## src/rtl/xlat_pkg.sv

```systemverilog
package xlat_pkg;

   typedef enum logic [2:0] {
      ST_IDLE,
      ST_L1_REQ,
      ST_L1_WAIT,
      ST_L2_REQ,
      ST_L2_WAIT,
      ST_DONE
   } walk_st_t;

   // classification of a fetched descriptor
   typedef enum logic [1:0] {
      DK_FAULT = 2'd0,
      DK_NEXT  = 2'd1,
      DK_LEAF  = 2'd2
   } dkind_t;

endpackage

```

## src/rtl/xlat_desc_decode.sv

```systemverilog
module xlat_desc_decode
   import xlat_pkg::*;
#(
   parameter bit SECOND_LEVEL = 1'b0
) (
   input  logic [1:0] type_bits,
   output dkind_t     kind
);

   if (SECOND_LEVEL) begin : g_lvl2
      // bit 1 set: small page; otherwise fault (incl. large page)
      always_comb kind = type_bits[1] ? DK_LEAF : DK_FAULT;
   end else begin : g_lvl1
      always_comb begin
         case (type_bits)
            2'b01:   kind = DK_NEXT;
            2'b10:   kind = DK_LEAF;
            default: kind = DK_FAULT;
         endcase
      end
   end

endmodule

```

## src/rtl/xlat_addr_build.sv

```systemverilog
module xlat_addr_build #(
   parameter int ADDR_W   = 32,
   parameter int L1_IDX_W = 12,
   parameter int L2_IDX_W = 8,
   parameter int OFF_W    = 12,
   localparam int L1_SPAN     = L2_IDX_W + OFF_W,
   localparam int L1_BASE_LSB = L1_IDX_W + 2,
   localparam int L2_BASE_LSB = L2_IDX_W + 2
) (
   input  logic [ADDR_W-1:0]             va,
   input  logic [ADDR_W-L1_BASE_LSB-1:0] base_hi,
   input  logic [ADDR_W-L2_BASE_LSB-1:0] tbl_hi,
   input  logic [L1_IDX_W-1:0]           sect_hi,
   input  logic [ADDR_W-OFF_W-1:0]       page_hi,
   output logic [ADDR_W-1:0]             l1_addr,
   output logic [ADDR_W-1:0]             l2_addr,
   output logic [ADDR_W-1:0]             sect_pa,
   output logic [ADDR_W-1:0]             page_pa
);

   assign l1_addr = {base_hi, va[ADDR_W-1 -: L1_IDX_W], 2'b00};
   assign l2_addr = {tbl_hi, va[OFF_W +: L2_IDX_W], 2'b00};
   assign sect_pa = {sect_hi, va[L1_SPAN-1:0]};
   assign page_pa = {page_hi, va[OFF_W-1:0]};

endmodule

```

## src/rtl/xlat_walker.sv

```systemverilog
module xlat_walker
   import xlat_pkg::*;
#(
   parameter int ADDR_W   = 32,
   parameter int L1_IDX_W = 12,
   parameter int L2_IDX_W = 8,
   parameter int OFF_W    = 12
) (
   input  logic              clk,
   input  logic              rst_n,
   input  logic              xlat_en,
   input  logic [ADDR_W-1:0] tbl_base,
   input  logic              req_valid,
   output logic              req_ready,
   input  logic [ADDR_W-1:0] req_va,
   output logic              rsp_valid,
   input  logic              rsp_ready,
   output logic [ADDR_W-1:0] rsp_pa,
   output logic              rsp_fault,
   output logic [1:0]        rsp_fault_lvl,
   output logic              mem_rd_valid,
   input  logic              mem_rd_ready,
   output logic [ADDR_W-1:0] mem_rd_addr,
   input  logic              mem_rd_data_valid,
   input  logic [ADDR_W-1:0] mem_rd_data
);

   localparam int L1_BASE_LSB = L1_IDX_W + 2;
   localparam int L2_BASE_LSB = L2_IDX_W + 2;

   // elaboration-time parameter checks
   if (L1_IDX_W + L2_IDX_W + OFF_W != ADDR_W) begin : g_bad_split
      $error("xlat_walker: index and offset widths must add up to ADDR_W");
   end
   if (L2_BASE_LSB > OFF_W) begin : g_bad_l2
      $error("xlat_walker: second-level table larger than one page");
   end

   walk_st_t                        st;
   logic [ADDR_W-1:0]               va_q;
   logic [ADDR_W-L1_BASE_LSB-1:0]   base_q;
   logic [ADDR_W-L2_BASE_LSB-1:0]   tbl_q;
   logic [ADDR_W-1:0]               pa_q;
   logic                            flt_q;
   logic [1:0]                      lvl_q;

   dkind_t                          l1_kind, l2_kind;
   logic [ADDR_W-1:0]               l1_addr, l2_addr, sect_pa, page_pa;
   logic                            unused_bits;

   assign unused_bits = ^{mem_rd_data[L2_BASE_LSB-1:2], tbl_base[L1_BASE_LSB-1:0]};

   xlat_desc_decode #(.SECOND_LEVEL(1'b0)) u_dec_l1 (
      .type_bits (mem_rd_data[1:0]),
      .kind      (l1_kind)
   );

   xlat_desc_decode #(.SECOND_LEVEL(1'b1)) u_dec_l2 (
      .type_bits (mem_rd_data[1:0]),
      .kind      (l2_kind)
   );

   xlat_addr_build #(
      .ADDR_W   (ADDR_W),
      .L1_IDX_W (L1_IDX_W),
      .L2_IDX_W (L2_IDX_W),
      .OFF_W    (OFF_W)
   ) u_addr (
      .va      (va_q),
      .base_hi (base_q),
      .tbl_hi  (tbl_q),
      .sect_hi (mem_rd_data[ADDR_W-1 -: L1_IDX_W]),
      .page_hi (mem_rd_data[ADDR_W-1:OFF_W]),
      .l1_addr (l1_addr),
      .l2_addr (l2_addr),
      .sect_pa (sect_pa),
      .page_pa (page_pa)
   );

   always_ff @(posedge clk or negedge rst_n) begin
      if (!rst_n) begin
         st     <= ST_IDLE;
         va_q   <= '0;
         base_q <= '0;
         tbl_q  <= '0;
         pa_q   <= '0;
         flt_q  <= 1'b0;
         lvl_q  <= 2'd0;
      end else begin
         case (st)
            ST_IDLE: begin
               if (req_valid) begin
                  va_q   <= req_va;
                  base_q <= tbl_base[ADDR_W-1:L1_BASE_LSB];
                  pa_q   <= req_va;
                  flt_q  <= 1'b0;
                  lvl_q  <= 2'd0;
                  st     <= xlat_en ? ST_L1_REQ : ST_DONE;
               end
            end
            ST_L1_REQ: begin
               if (mem_rd_ready) st <= ST_L1_WAIT;
            end
            ST_L1_WAIT: begin
               if (mem_rd_data_valid) begin
                  case (l1_kind)
                     DK_LEAF: begin
                        pa_q <= sect_pa;
                        st   <= ST_DONE;
                     end
                     DK_NEXT: begin
                        tbl_q <= mem_rd_data[ADDR_W-1:L2_BASE_LSB];
                        st    <= ST_L2_REQ;
                     end
                     default: begin
                        flt_q <= 1'b1;
                        lvl_q <= 2'd1;
                        st    <= ST_DONE;
                     end
                  endcase
               end
            end
            ST_L2_REQ: begin
               if (mem_rd_ready) st <= ST_L2_WAIT;
            end
            ST_L2_WAIT: begin
               if (mem_rd_data_valid) begin
                  if (l2_kind == DK_LEAF) begin
                     pa_q <= page_pa;
                  end else begin
                     flt_q <= 1'b1;
                     lvl_q <= 2'd2;
                  end
                  st <= ST_DONE;
               end
            end
            ST_DONE: begin
               if (rsp_ready) st <= ST_IDLE;
            end
            default: st <= ST_IDLE;
         endcase
      end
   end

   assign req_ready     = (st == ST_IDLE);
   assign mem_rd_valid  = (st == ST_L1_REQ) || (st == ST_L2_REQ);
   assign mem_rd_addr   = (st == ST_L2_REQ) ? l2_addr : l1_addr;
   assign rsp_valid     = (st == ST_DONE);
   assign rsp_pa        = pa_q;
   assign rsp_fault     = flt_q;
   assign rsp_fault_lvl = lvl_q;

endmodule

```

## config.mk

```make
export PLATFORM = sky130hd
export DESIGN_NAME = xlat_walker
export DESIGN_NICKNAME = d
export VERILOG_FILES = /design/src/rtl/xlat_pkg.sv /design/src/rtl/xlat_desc_decode.sv /design/src/rtl/xlat_addr_build.sv /design/src/rtl/xlat_walker.sv
export SDC_FILE = /design/constraint.sdc
export NUM_CORES = 1
export LEC_CHECK = 0
export ABC_AREA = 1
export BUFFER_PORTS_ARGS = -buffer_cell sky130_fd_sc_hd__buf_2
export CORE_UTILIZATION = 40
export DETAILED_ROUTE_END_ITERATION = 16
export PLACE_DENSITY = 0.7
export REMOVE_ABC_BUFFERS = 1
export SYNTH_ARGS = -nofsm -noshare
export SYNTH_HDL_FRONTEND = slang
export SYNTH_SLANG_ARGS = --single-unit
export TNS_END_PERCENT = 10
```

## constraint.sdc

```tcl
create_clock -name clk -period 1.6 [get_ports clk]
set_clock_uncertainty 0.1 [all_clocks]
set_input_delay 0.24 -clock clk [delete_from_list [all_inputs] [get_ports clk]]
set_output_delay 0.24 -clock clk [all_outputs]
set_load 0.05 [all_outputs]
```

==> run summary <==
Overall Power - 0.01871 W
Pin count of the biggest net entering global routing - 52
I/O pin total - 173
RD Place Congestion - 0.8894
Fin nets - 959
Vias per Instance - 5.020
Final min period - 2.025 ns
WP buf/inv - 3
First-pass GRT wire length - 25900 um
Worst r2r path cells - 9
RSZ-0062 raised after global routing - true
Clock Tree Root - clkbuf_16
DPL Wire Length - 10840 um
Worst IR Drop VDD - 1.411 mV
Fraction of layout cells with a size suffix above 1 - 32.95%
Register bit total from synthesis - 110
Fin Hold WS - 0.009783 ns
Via Count - 5201
Fmax achieved - 493.7 MHz
Skew-Pair Late Insertion Delay - 0.35 ns
Core Region - 13300 um^2
Async SR Flop Fraction - 100.0%
Ys flop type - dfrtp_1
# setup viols final - 94
Critical path cell sequence - inv_2 > nor2_4 > nand2_4 > buf_12 > mux2_2 > buf_6
DR WL/cell - 16.10 um
Filler instances - 1208
H-tree Lvls - 3
Post-Synthesis Cells - 679
Delay-heaviest family, CP - flip-flops
Area after DPL - 6755 um^2
Initial antenna violation count - 1
Clock Tree Buf Depth - 2
Final ANT Viol Nets - 0
Max Slew Vio Count - 0
Max cap viols - 0
Area fraction of the dominant cell type after synthesis - 50.34%
DRC violations left - 0
Setup ws final - -0.4254 ns
Fin area - 7586 um^2
Post-Route WL - 16680 um
Pwr/cell area - 2467 nW/um^2
Arrival @ worst endpoint - 1.69 ns
Layout Utilization - 57.06%
Crit Path Class - reg2out
Die Ht - 118.9 um
P_leak - 4.222 nW
Yosys warning total - 0
Reg2Reg Capture Point - rsp_pa[6]$_DFFE_PN0P_
Setup TNS - -20.32 ns
Top post-synthesis cells by count - 278 x nand2_1, 130 x nand3_1, 110 x dfrtp_1
Violated checks - setup timing
Vias in the first global route - 5011
HP Class - in2reg
Count leader, synth - nand2_1
Worst path slowest cell - dfrtp_1
Starting density of the core - 41.13%
CP startpoint kind - flop
Area contributors post-synth - dfrtp_1 50%, nand2_1 19%, nand3_1 12%
Initial DRC count - 262
Rows - 42
Post-synth top area cell - dfrtp_1
Die X - 118.9 um
Area grow syn2layout - 38.74%
Drt first pass iters - 5
Hold path depth - 3
End of the worst hold path - base_q[12]$_DFFE_PN0P_
Post-synthesis sequential area ratio - 50.34%
Fin crit share - 126.6%
Reg-to-reg setup timing slack - -0.22 ns
Clk sinks - 110
Avg Inst Size Synth - 8.053 um^2
Congestion Overflow GR - 0
Worst r2r src - st[0]$_DFFE_PN0P_
Overall Global Routing Usage - 23.74%
CTS tree - done
Worst path max stage delay - 0.40 ns
Worst setup EP type - primary output
EDFF count, synth - 0
Crit-path max FO - 10
Synth unique cells - 23
Hold path startpoint - tbl_base[26]
Mapped Area - 5468 um^2
# port buffers - 148
Worst-path clk slew - 0.07 ns
Final hold vios - 0
Required @ worst endpoint - 1.26 ns
TritonCTS buffer count - 9
Status - complete, but fails checks
Die footprint - 14140 um^2
-- kinds of logic after synthesis --
family | share of synthesized area (%)
buf+inv | 7.620
flops | 50.34
simple gates | 33.02
other cells | 0.06858
compound gates | 2.311
fa+ha+maj | 0.4576
mux | 6.178
-- tightest hold or removal path, stage by stage --
cell and delay, ns:
buf_2 0.07, nand3_1 0.06, nand2_1 0.06
-- per-layer routing --
metal	track usage (%)	up-vias	share of wire, %	wire (um)
met5	0	-	0	0
met4	8.703	0	2.2	364
met3	3.017	23	5.8	962
li1	-	2521	-	-
met2	39.11	196	48	7952
met1	32.02	2461	44	7397
-- timing repair --
item                                   in CTS  in global routing
setup buffers                               1                 11
setup endpoints to repair                  82                141
hold buffers                                1                  0
pin swaps                                   1                  3
gates cloned                                1                  2
resized for setup                          77                 27
endpoints found under the hold margin      23                  0
-- how the worst max path moves through the flow --
stage,to,startpoint,slack [ns],cells after the start
after floorplan,base_q[0]$_DFFE_PN0P_,st[0]$_DFFE_PN0P_,-2.03,6
after global placement,mem_rd_addr[4],st[0]$_DFFE_PN0P_,-0.09,6
after detailed placement,mem_rd_addr[9],st[0]$_DFFE_PN0P_,-0.12,6
after CTS,mem_rd_addr[4],st[0]$_DFFE_PN0P_,-0.44,6
after global routing,mem_rd_addr[12],st[0]$_DFFE_PN0P_,-0.46,6
final,mem_rd_addr[9],st[0]$_DFFE_PN0P_,-0.43,6
-- cell type report --
class	instances	area [um^2]	share of cell area (%)
Clock buffer	12	246.5	3.249
Timing Repair Buffer	210	1735	22.88
Sequential cell	110	2753	36.29
Inverter	39	161.4	2.128
Antenna cell	1	2.502	0.03299
Multi-Input combinational cell	484	2397	31.60
Tap cell	176	220.2	2.903
Clock inverter	4	70.07	0.9236
-- layout by cell type, fill, tap and decap left out, types with 2 or more instances in the layout --
master / synthesis / layout
nand2_1: 278 / 272
nand3_2: 2 / 6
conb_1: 1 / 2
inv_1: 34 / 33
mux2_4: 0 / 4
nand2_4: 0 / 5
buf_2: 24 / 114
clkbuf_16: 0 / 11
clkinv_2: 0 / 2
buf_8: 0 / 2
inv_2: 5 / 4
buf_12: 0 / 18
nand3_1: 130 / 126
bufinv_16: 0 / 2
nand2_2: 4 / 5
o21ai_0: 23 / 22
dfrtp_1: 110 / 110
buf_4: 5 / 33
nor2_2: 2 / 4
mux2_2: 29 / 26
clkbuf_1: 12 / 2
buf_6: 6 / 39
ha_1: 2 / 2
nor2_4: 2 / 4
-- through the flow --
stage               instances  worst slack, ns
global placement         1003         -0.09321
finish                   1036          -0.4254
CTS                      1022          -0.4392
floorplan                 633           -2.028
detailed placement       1003          -0.1196
global route             1036          -0.4593
-- flip-flops by register name, indices dropped and copies added, names as in the netlist --
signal         flops
tbl_q             22
rsp_fault          1
rsp_pa            32
va_q              32
rsp_fault_lvl      2
st                 3
base_q            18
-- power breakdown --
part / switching, W / leakage (nW) / internal (W)
clock: 0.00101 / 0.157 / 0.00141
sequential: 0.000741 / 1.39 / 0.00411
combinational: 0.00717 / 2.67 / 0.00427
total: 0.00892 / 4.22 / 0.00979
Note: power is estimated with default switching activity, not from simulation.
